$ cat config.mk
export PLATFORM = sky130hd
export DESIGN_NAME = iadd_exec_unit
export DESIGN_NICKNAME = d
export VERILOG_FILES = /design/src/rtl/iadd_pkg.sv /design/src/rtl/iadd_decode.sv /design/src/rtl/iadd_regfile.sv /design/src/rtl/iadd_alu.sv /design/src/rtl/iadd_exec_unit.sv
export SDC_FILE = /design/constraint.sdc
export NUM_CORES = 2
export LEC_CHECK = 0
export ABC_CLOCK_PERIOD_IN_PS = 17100
export BUFFER_PORTS_ARGS = -buffer_cell sky130_fd_sc_hd__buf_2
export CORE_MARGIN = 2
export CORE_UTILIZATION = 61
export DETAILED_ROUTE_END_ITERATION = 10
export PLACE_DENSITY_LB_ADDON = 0.1
export SETUP_SLACK_MARGIN = 0.1
export SYNTH_ARGS = -nofsm -noshare
export SYNTH_HDL_FRONTEND = slang
export SYNTH_SLANG_ARGS = --single-unit
$ cat constraint.sdc
create_clock -name clk -period 17.1 [get_ports clk]
set_input_delay 1.71 -clock clk [delete_from_list [all_inputs] [get_ports clk]]
set_output_delay 1.71 -clock clk [all_outputs]
set_load 0.03 [all_outputs]
$ cat src/rtl/iadd_pkg.sv
package iadd_pkg;

    localparam int unsigned ILEN      = 32;
    localparam int unsigned IMM_W     = 12;
    localparam int unsigned REG_IDX_W = 5;

    localparam logic [6:0] OPC_REGREG = 7'b0110011;
    localparam logic [6:0] OPC_REGIMM = 7'b0010011;
    localparam logic [2:0] F3_ADDSUB  = 3'b000;
    localparam logic [6:0] F7_PLAIN   = 7'b0000000;
    localparam logic [6:0] F7_NEGATE  = 7'b0100000;

    typedef enum logic [1:0] {
        KIND_NONE = 2'd0,
        KIND_RR   = 2'd1,
        KIND_RI   = 2'd2
    } instr_kind_e;

    typedef struct packed {
        logic [6:0]           funct7;
        logic [REG_IDX_W-1:0] src2;
        logic [REG_IDX_W-1:0] src1;
        logic [2:0]           funct3;
        logic [REG_IDX_W-1:0] dest;
        logic [6:0]           opcode;
    } rr_fields_t;

    typedef struct packed {
        instr_kind_e          kind;
        logic                 negate;
        logic [REG_IDX_W-1:0] dest;
        logic [REG_IDX_W-1:0] src1;
        logic [REG_IDX_W-1:0] src2;
        logic [IMM_W-1:0]     imm;
    } uop_t;

    function automatic uop_t crack(input logic [ILEN-1:0] word);
        rr_fields_t f;
        uop_t       u;
        f        = rr_fields_t'(word);
        u.kind   = KIND_NONE;
        u.negate = 1'b0;
        u.dest   = f.dest;
        u.src1   = f.src1;
        u.src2   = f.src2;
        u.imm    = word[31:20];
        if (f.opcode == OPC_REGREG && f.funct3 == F3_ADDSUB) begin
            if (f.funct7 == F7_PLAIN || f.funct7 == F7_NEGATE) begin
                u.kind   = KIND_RR;
                u.negate = word[30];
            end
        end else if (f.opcode == OPC_REGIMM && f.funct3 == F3_ADDSUB) begin
            u.kind = KIND_RI;
        end
        return u;
    endfunction

endpackage

$ cat src/rtl/iadd_decode.sv
module iadd_decode
    import iadd_pkg::*;
(
    input  logic            valid,
    input  logic [ILEN-1:0] word,
    output uop_t            uop,
    output logic            accept,
    output logic            reject
);
    uop_t cracked;

    always_comb begin
        cracked = crack(word);
        uop     = cracked;
        accept  = valid && (cracked.kind != KIND_NONE);
        reject  = valid && (cracked.kind == KIND_NONE);
    end
endmodule

$ cat src/rtl/iadd_regfile.sv
module iadd_regfile #(
    parameter int unsigned XLEN  = 32,
    parameter int unsigned NREG  = 32,
    localparam int unsigned IDXW = $clog2(NREG)
) (
    input  logic            clk,
    input  logic            rst,
    input  logic            we,
    input  logic [IDXW-1:0] waddr,
    input  logic [XLEN-1:0] wdata,
    input  logic [IDXW-1:0] raddr_a,
    input  logic [IDXW-1:0] raddr_b,
    input  logic [IDXW-1:0] raddr_d,
    output logic [XLEN-1:0] rdata_a,
    output logic [XLEN-1:0] rdata_b,
    output logic [XLEN-1:0] rdata_d
);
    logic [XLEN-1:0] entry [NREG];

    for (genvar i = 0; i < NREG; i++) begin : g_entry
        if (i == 0) begin : g_zero
            assign entry[i] = '0;
        end else begin : g_flop
            logic [XLEN-1:0] q;
            always_ff @(posedge clk) begin
                if (rst) begin
                    q <= '0;
                end else if (we && waddr == IDXW'(i)) begin
                    q <= wdata;
                end
            end
            assign entry[i] = q;
        end
    end

    assign rdata_a = entry[raddr_a];
    assign rdata_b = entry[raddr_b];
    assign rdata_d = entry[raddr_d];
endmodule

$ cat src/rtl/iadd_alu.sv
module iadd_alu #(
    parameter int unsigned XLEN = 32
) (
    input  logic [XLEN-1:0] lhs,
    input  logic [XLEN-1:0] rhs,
    input  logic            negate,
    output logic [XLEN-1:0] sum
);
    logic [XLEN-1:0] rhs_x;

    always_comb begin
        rhs_x = rhs ^ {XLEN{negate}};
        sum   = lhs + rhs_x + XLEN'(negate);
    end
endmodule

$ cat src/rtl/iadd_exec_unit.sv
module iadd_exec_unit
    import iadd_pkg::*;
#(
    parameter int unsigned XLEN = 32,
    parameter int unsigned NREG = 32
) (
    input  logic                 clk,
    input  logic                 rst,
    input  logic                 instr_valid,
    input  logic [ILEN-1:0]      instr_word,
    output logic                 illegal,
    input  logic [REG_IDX_W-1:0] dbg_sel,
    output logic [XLEN-1:0]      dbg_data
);
    uop_t            uop;
    logic            accept;
    logic [XLEN-1:0] opnd_a;
    logic [XLEN-1:0] opnd_b_reg;
    logic [XLEN-1:0] opnd_b;
    logic [XLEN-1:0] imm_ext;
    logic [XLEN-1:0] result;
    logic            do_negate;

    iadd_decode u_dec (
        .valid  (instr_valid),
        .word   (instr_word),
        .uop    (uop),
        .accept (accept),
        .reject (illegal)
    );

    iadd_regfile #(.XLEN(XLEN), .NREG(NREG)) u_rf (
        .clk     (clk),
        .rst     (rst),
        .we      (accept),
        .waddr   (uop.dest),
        .wdata   (result),
        .raddr_a (uop.src1),
        .raddr_b (uop.src2),
        .raddr_d (dbg_sel),
        .rdata_a (opnd_a),
        .rdata_b (opnd_b_reg),
        .rdata_d (dbg_data)
    );

    always_comb begin
        imm_ext   = {{(XLEN-IMM_W){uop.imm[IMM_W-1]}}, uop.imm};
        opnd_b    = (uop.kind == KIND_RI) ? imm_ext : opnd_b_reg;
        do_negate = (uop.kind == KIND_RR) && uop.negate;
    end

    iadd_alu #(.XLEN(XLEN)) u_alu (
        .lhs    (opnd_a),
        .rhs    (opnd_b),
        .negate (do_negate),
        .sum    (result)
    );
endmodule

* Yosys cells after proc, flatten, opt, wreduce, memory -nomap -nowiden *
Cells that the tools add are included.
W data, S select, Z words.

storage, ports and cells
  bits in registers = 992
  word-level logic and storage cells = 131
  bits of input ports = 40
  output and inout bits = 33

operators by class
  multiplexer cells = 14
  reduce and logical (&&, ||, !) cells = 41
  order comparisons = 3
  add/subtract/negate cells = 2
  bitwise logic cells = 4
  equal/unequal tests = 36

operator list
  kind                  number
  $bmux W32 S5          3
  $mux W32              7
  $eq A5 B5 Y1 const B  16
  $eq A5 B4 Y1 const B  8
  $logic_and A1 B1 Y1   36
  $add A32 B1 Y32       1
  $add A32 B32 Y32      1
  $xor A32 B32 Y32      1
  $eq A5 B3 Y1 const B  4
  $ge A6 B6 Y1 const B  3
  $not A5 Y6            3
  $eq A7 B6 Y1 const B  2
  $eq A5 B2 Y1 const B  2
  $eq A7 B5 Y1 const B  1
  $logic_not A7 Y1      1
  $mux W2               3
  $eq A5 B1 Y1 const B  1
  $logic_not A3 Y1      1
  $eq A2 B1 Y1 const B  1
  $eq A2 B2 Y1 const B  1
  $logic_not A2 Y1      1
  $reduce_bool A2 Y1    1
  $logic_or A1 B1 Y1    1
  $mux W1               1

* Longest topological paths before layout *
  depth after elaboration = 9
  mapped depth = 26

* Hierarchy *
A second synthesis with hierarchy kept.

second synthesis, totals
  cells, all modules = 8,016
  area, all modules = 62,680.1 um2

modules (own cells, without submodules)
  module          cells an instance  sequential area each (um2)  instances  area each (um2)
  iadd_regfile    7,641              19,859.0                    1          59,743.5
  iadd_alu        293                0.0                         1          2,234.6
  iadd_exec_unit  42                 0.0                         1          396.6
  iadd_decode     40                 0.0                         1          305.3

* Worst setup path before layout *
OpenSTA, ideal clock, no wires.

  kind = input-to-reg
  start = input port instr_word[20]
  end = register u_rf.g_entry[10].g_flop.q[22]
  stages = 22
  arrival = 7.136 ns
  setup time = 0.120 ns
  required time = 16.980 ns
  slack = 9.844 ns
  cells stage by stage = buf_2 > buf_4 > buf_2 > clkbuf_1 > buf_1 > mux4_2 > mux4_2 > o21ai_0 > o21ai_0 > xor2_1 > ha_1 > a21oi_1 > o21ai_1 > a21oi_1 > o21ai_1 > a31o_2 > a21boi_1 > o21ai_1 > a21oi_1 > clkbuf_1 > nor3_1 > a211o_1

on the way
  word-level cells in the longest chain between the ends = 8

ends and longest elaborated chain
  item                                          line                  text
  from (decl)                                   iadd_exec_unit.sv:10  input logic [ILEN-1:0] instr_word,
  $not A5 Y6 (implied by the code)              iadd_regfile.sv:37    assign rdata_b = entry[raddr_b];
  $bmux W32 S5                                  iadd_regfile.sv:37
  $mux W32 (implied by the code) (2 in series)  iadd_regfile.sv:37
  $mux W32 (*)                                  iadd_exec_unit.sv:48  opnd_b = (uop.kind == KIND_RI) ? imm_ext : opnd_b_reg;
  $xor A32 B32 Y32 (*)                          iadd_alu.sv:12        rhs_x = rhs ^ {XLEN{negate}};
  $add A32 B32 Y32 (*)                          iadd_alu.sv:13        sum = lhs + rhs_x + XLEN'(negate);
  $add A32 B1 Y32 (*)                           iadd_alu.sv:13
  to (signal assigned)                          iadd_regfile.sv:29    q <= wdata;
  to (decl)                                     iadd_regfile.sv:24    logic [XLEN-1:0] q;

Every way passes the cells marked *; elsewhere a longest branch is shown, timed or not. The select of a mux whose other input is x is not followed.
A chain may end at the register's enable or synchronous reset.

* Worst setup path after layout *
  start = input port instr_word[20]
  end = register u_rf.g_entry[24].g_flop.q[24]

on the way
  word-level cells in the longest chain between the ends = 8

ends and longest elaborated chain
  item                                          line
  $not A5 Y6 (implied by the code)              iadd_regfile.sv:37
  $bmux W32 S5                                  iadd_regfile.sv:37
  $mux W32 (implied by the code) (2 in series)  iadd_regfile.sv:37
  $mux W32 (*)                                  iadd_exec_unit.sv:48
  $xor A32 B32 Y32 (*)                          iadd_alu.sv:12
  $add A32 B32 Y32 (*)                          iadd_alu.sv:13
  $add A32 B1 Y32 (*)                           iadd_alu.sv:13
  to (signal assigned)                          iadd_regfile.sv:29
  to (decl)                                     iadd_regfile.sv:24

Marks and branches as above.

==> report_table.html <==
<table>
<tr><th>Metric</th><th>Value</th></tr>
<tr><th colspan="2">Yosys</th></tr>
<tr><td>Post-Syn Nets</td><td>6267</td></tr>
<tr><td>Ys async rst share</td><td>0</td></tr>
<tr><td>Gate count of the mapped netlist</td><td>6196</td></tr>
<tr><td>Portion of the post-synthesis area used by sequential elements</td><td>0.326</td></tr>
<tr><td>Cell area after technology mapping</td><td>0.0608 sq mm</td></tr>
<tr><td>Number of flops mapped to enable cells by yosys</td><td>0</td></tr>
<tr><td>Total of warnings raised by yosys</td><td>0</td></tr>
<tr><td>Synth Area per Inst</td><td>9.82 sq um</td></tr>
<tr><td>Netlist cell types</td><td>68</td></tr>
<tr><td>Total of flip-flops plus latches after synthesis</td><td>992</td></tr>
<tr><td>Prevailing post-synth register cell</td><td>dfxtp_1</td></tr>
<tr><th colspan="2">Global routing</th></tr>
<tr><td>Global routing's busiest layer</td><td>met2</td></tr>
<tr><td>Antenna violations before repair</td><td>5</td></tr>
<tr><td>GRT overflow</td><td>0</td></tr>
<tr><td>First-pass GRT wire length</td><td>335000 um</td></tr>
<tr><td>Maximum number of pins on one net before global-route repair</td><td>130</td></tr>
<tr><td>Global-route track usage on met3</td><td>0.166</td></tr>
<tr><td>Overall track demand over capacity in global routing</td><td>0.444</td></tr>
<tr><td>Vias in the first global route</td><td>50900</td></tr>
<tr><td>GR met1 Demand/Resource</td><td>0.589</td></tr>
<tr><td>Routing usage on met2</td><td>0.632</td></tr>
<tr><th colspan="2">STA</th></tr>
<tr><td>Final worst path period need</td><td>9.14 ns</td></tr>
<tr><td>Transition time of the tightest slew-check pin</td><td>1.39 ns</td></tr>
<tr><td>Total Negative Setup Slacks</td><td>0 ns</td></tr>
<tr><td>Max Clock Freq</td><td>0.109 GHz</td></tr>
<tr><td>Number of max-slew violations in the final report</td><td>0</td></tr>
<tr><td>Share of the clock period used by the worst path</td><td>0.534</td></tr>
<tr><td>Setup Viol. Count Final</td><td>0</td></tr>
<tr><td>Worst Clk Skew</td><td>0.0292 ns</td></tr>
<tr><td>Max_slew headroom</td><td>0.0678</td></tr>
<tr><td>Final Hold Fails</td><td>0</td></tr>
<tr><td>RSZ-0062 raised after global routing</td><td>false</td></tr>
<tr><th colspan="2">Finish</th></tr>
<tr><td>Commonest non-fill, non-tap cells in the layout</td><td>1044 x nand2_1, 992 x dfxtp_1, 852 x mux4_2, 771 x a21oi_1, 541 x nor2_1</td></tr>
<tr><td>Leading cell type in the layout, fill and taps excluded</td><td>nand2_1</td></tr>
<tr><td>Largest registers in the final layout</td><td>u_rf.g_entry.g_flop.q (992)</td></tr>
<tr><td>Biggest register</td><td>u_rf.g_entry.g_flop.q</td></tr>
<tr><td>Flip-flop count of the largest register, all copies and words added</td><td>992</td></tr>
<tr><td>Final #Nets</td><td>5873</td></tr>
<tr><td>Fraction of layout instances using a drive strength above 1</td><td>0.248</td></tr>
<tr><td>Synthesis-to-layout area growth</td><td>7.59%</td></tr>
<tr><td>Filler cell count</td><td>7604</td></tr>
<tr><th colspan="2">Route</th></tr>
<tr><td>Wire per inst</td><td>31.9 um</td></tr>
<tr><td>Routed WL</td><td>229000 um</td></tr>
<tr><td>Vias/cell</td><td>7.47</td></tr>
<tr><td>DRC errors left</td><td>0</td></tr>
<tr><td>Violation count after the first detailed-route iteration</td><td>9188</td></tr>
<tr><td>Via Count</td><td>53600</td></tr>
<tr><td>Number of detailed-route iterations in the first pass</td><td>9</td></tr>
<tr><td>DRT antenna net count</td><td>0</td></tr>
<tr><th colspan="2">CTS</th></tr>
<tr><td>Setup bufs post-CTS</td><td>0</td></tr>
<tr><td>Insertion delay to the later sink of the worst-skew pair</td><td>0.72 ns</td></tr>
<tr><td>Longest Clk Path Bufs</td><td>3</td></tr>
<tr><td>Total number of clock tree sinks</td><td>992</td></tr>
<tr><td>TritonCTS clock tree</td><td>done</td></tr>
<tr><td>Clock tree root buffer cell</td><td>clkbuf_16</td></tr>
<tr><td>Post-cts sizing count</td><td>0</td></tr>
<tr><td>Clock transition at the registers of the reported paths</td><td>0.06 ns</td></tr>
<tr><td>Total CTS buffers</td><td>111</td></tr>
<tr><td>Maximum level of the CTS H-tree</td><td>3</td></tr>
<tr><td>Number of buffers added to fix hold violations after cts</td><td>0</td></tr>
<tr><th colspan="2">Setup path</th></tr>
<tr><td>Length in cells of the worst reg-to-reg path</td><td>18</td></tr>
<tr><td>CP Class</td><td>primary input to register</td></tr>
<tr><td>Crit Reg-Reg Endpoint</td><td>u_rf.g_entry[24].g_flop.q[24]$_SDFFE_PP0P_</td></tr>
<tr><td>Top fanout value on the critical path</td><td>55</td></tr>
<tr><td>Slack of the worst reg-to-reg path</td><td>10.65 ns</td></tr>
<tr><td>Startpoint class of the critical path</td><td>primary input</td></tr>
<tr><td>Arrival time at the worst endpoint</td><td>9.68 ns</td></tr>
<tr><td>Critical register-to-register path startpoint</td><td>u_rf.g_entry[31].g_flop.q[0]$_SDFFE_PP0P_</td></tr>
<tr><td>Kind of end point of the critical path</td><td>register</td></tr>
<tr><td>Required time at the worst-slack endpoint</td><td>17.64 ns</td></tr>
<tr><th colspan="2">Flow run</th></tr>
<tr><td>Number of max-cap violations</td><td>0</td></tr>
<tr><th colspan="2">Floorplanning</th></tr>
<tr><td>Ports placed on the boundary</td><td>73</td></tr>
<tr><td>Std-Cell Rows</td><td>115</td></tr>
<tr><td>Initial Utilization</td><td>0.617</td></tr>
<tr><td>Core Area</td><td>0.0986 sq mm</td></tr>
<tr><td>Width of the chip</td><td>320 um</td></tr>
<tr><td>Area of the die</td><td>0.102 sq mm</td></tr>
<tr><td>Floorplan die height</td><td>320 um</td></tr>
<tr><th colspan="2">Pwr</th></tr>
<tr><td>IR drop worst, VDD</td><td>0.0954 mV</td></tr>
<tr><td>Leakage Power</td><td>21.9 nW</td></tr>
<tr><td>Cell Pwr Density</td><td>77.9 mW/mm^2</td></tr>
<tr><td>Final Power</td><td>5.10 mW</td></tr>
<tr><th colspan="2">Placed design</th></tr>
<tr><td>Half-perimeter wire length of the detailed placement result</td><td>127000 um</td></tr>
<tr><td>PortBufs</td><td>72</td></tr>
<tr><td>Routability cong.</td><td>0.975</td></tr>
<tr><th colspan="2">Hold path</th></tr>
<tr><td>Worst hold path type</td><td>register to register</td></tr>
<tr><td>Start point of the worst min-delay path</td><td>u_rf.g_entry[6].g_flop.q[11]$_SDFFE_PP0P_</td></tr>
<tr><td>Hold EP</td><td>u_rf.g_entry[6].g_flop.q[11]$_SDFFE_PP0P_</td></tr>
<tr><td>Cell depth of the worst hold path</td><td>2</td></tr>
<tr><th colspan="2">Status</th></tr>
<tr><td>Status</td><td>finished, final reports clean</td></tr>
</table>
[per-stage QoR]
step                instances  hold WS [ns]  setup WS, ns  area (sq um)  utilization
global placement         6976         0.461          7.63         61800        0.627
detailed placement       6976         0.469          7.41         61800        0.627
floorplan                6196         0.453          9.84         60800            -
global route             7172         0.499          7.41         65500        0.664
finish                   7177         0.477          7.96         65500        0.664
CTS                      7172         0.476          8.10         65500        0.664
[final cells by class]
class	instances	area (sq um)	area share
well taps	1287	1610	0.0246
clock inverters	23	280	0.00428
diodes	5	12.5	0.000191
inverters	10	42.5	0.000650
multi-input cells	4493	38900	0.594
clock buffers	173	3370	0.0515
flip-flops and latches	992	19900	0.303
repair buffers	194	1390	0.0213
[cell families after synthesis]
logic type	Yosys count	share of synthesized area
AND/OR/NAND/NOR	2048	0.138
AO/OA/AOI/OAI	1305	0.124
multiplexers	1059	0.352
flip-flops	992	0.326
buffers and inverters	711	0.0455
XOR/XNOR	50	0.00720
adder cells (fa/ha/maj)	31	0.00650
[cell usage after synthesis, types with 3 or more instances]
master    number  area (sq um)
mux4_2       852         19200
dfxtp_1      992         19900
a211o_1       32           280
a22o_1        63           552
or2_2          8          50.1
nand4_1       35           219
o21ai_0      176           881
ha_1          30           375
nor2b_1       15          93.8
xor2_1        35           307
nand2b_1       7          43.8
o21ai_1       42           210
nand3_1      189           946
or3_1         23           144
o311ai_0      29           254
buf_1         86           323
a31o_2         3          26.3
nor3_1        70           350
a22oi_1        5          37.5
mux2i_1       76           761
xnor2_1       15           131
a211oi_1      95           713
a31oi_1        4          25.0
clkbuf_1     561          2110
o311ai_1      20           175
a21oi_1      774          3870
buf_2         48           240
nand2_1     1075          4040
a221oi_1       4          35.0
nor2_1       574          2150
mux2_2       131          1480
a311o_1       15           150
a21o_1        18           135
nand3b_1       3          22.5
or4_1          3          22.5
inv_1          9          33.8
buf_6          4          45.0
and2_1         3          18.8
and3_1        34           213
[how the worst max path moves through the flow]
stage | from | to | slack [ns] | cells past startpoint
floorplan | instr_word[20] | u_rf.g_entry[10].g_flop.q[22]$_SDFFE_PP0P_ | 9.84 | 22
global placement | instr_word[20] | u_rf.g_entry[23].g_flop.q[24]$_SDFFE_PP0P_ | 7.63 | 21
detailed placement | instr_word[20] | u_rf.g_entry[18].g_flop.q[24]$_SDFFE_PP0P_ | 7.41 | 21
CTS | instr_word[20] | u_rf.g_entry[29].g_flop.q[24]$_SDFFE_PP0P_ | 8.10 | 21
global route | instr_word[20] | u_rf.g_entry[16].g_flop.q[24]$_SDFFE_PP0P_ | 7.41 | 21
finish | instr_word[20] | u_rf.g_entry[24].g_flop.q[24]$_SDFFE_PP0P_ | 7.96 | 20
[metal layers]
metal | vias up | part of all wire
met3 | 889 | 0.16
met1 | 26300 | 0.35
met5 | - | 0.00012
met4 | 4 | 0.065
li1 | 22200 | -
met2 | 4260 | 0.42
[worst max-delay path, cell delays in order]
cell and delay [ns]:
buf_8 0.45, buf_4 0.81, buf_4 0.77, mux4_2 0.60, mux4_2 0.47, o21ai_0 0.14, o21ai_0 0.35, xor2_1 0.27
ha_1 0.36, nand2_1 0.15, o21ai_1 0.09, a21oi_1 0.42, o21ai_1 0.23, a31o_2 0.35, a21boi_1 0.15, buf_4 0.20
o21ai_1 0.22, a2111oi_0 0.55, a311o_1 0.99, o21ai_0 0.24
[power breakdown]
part	switching, mW	internal (mW)
clock	1.02	1.43
sequential	0.00000882	2.31
combinational	0.239	0.104
total	1.26	3.85
Note: power is estimated with default switching activity, not from simulation.
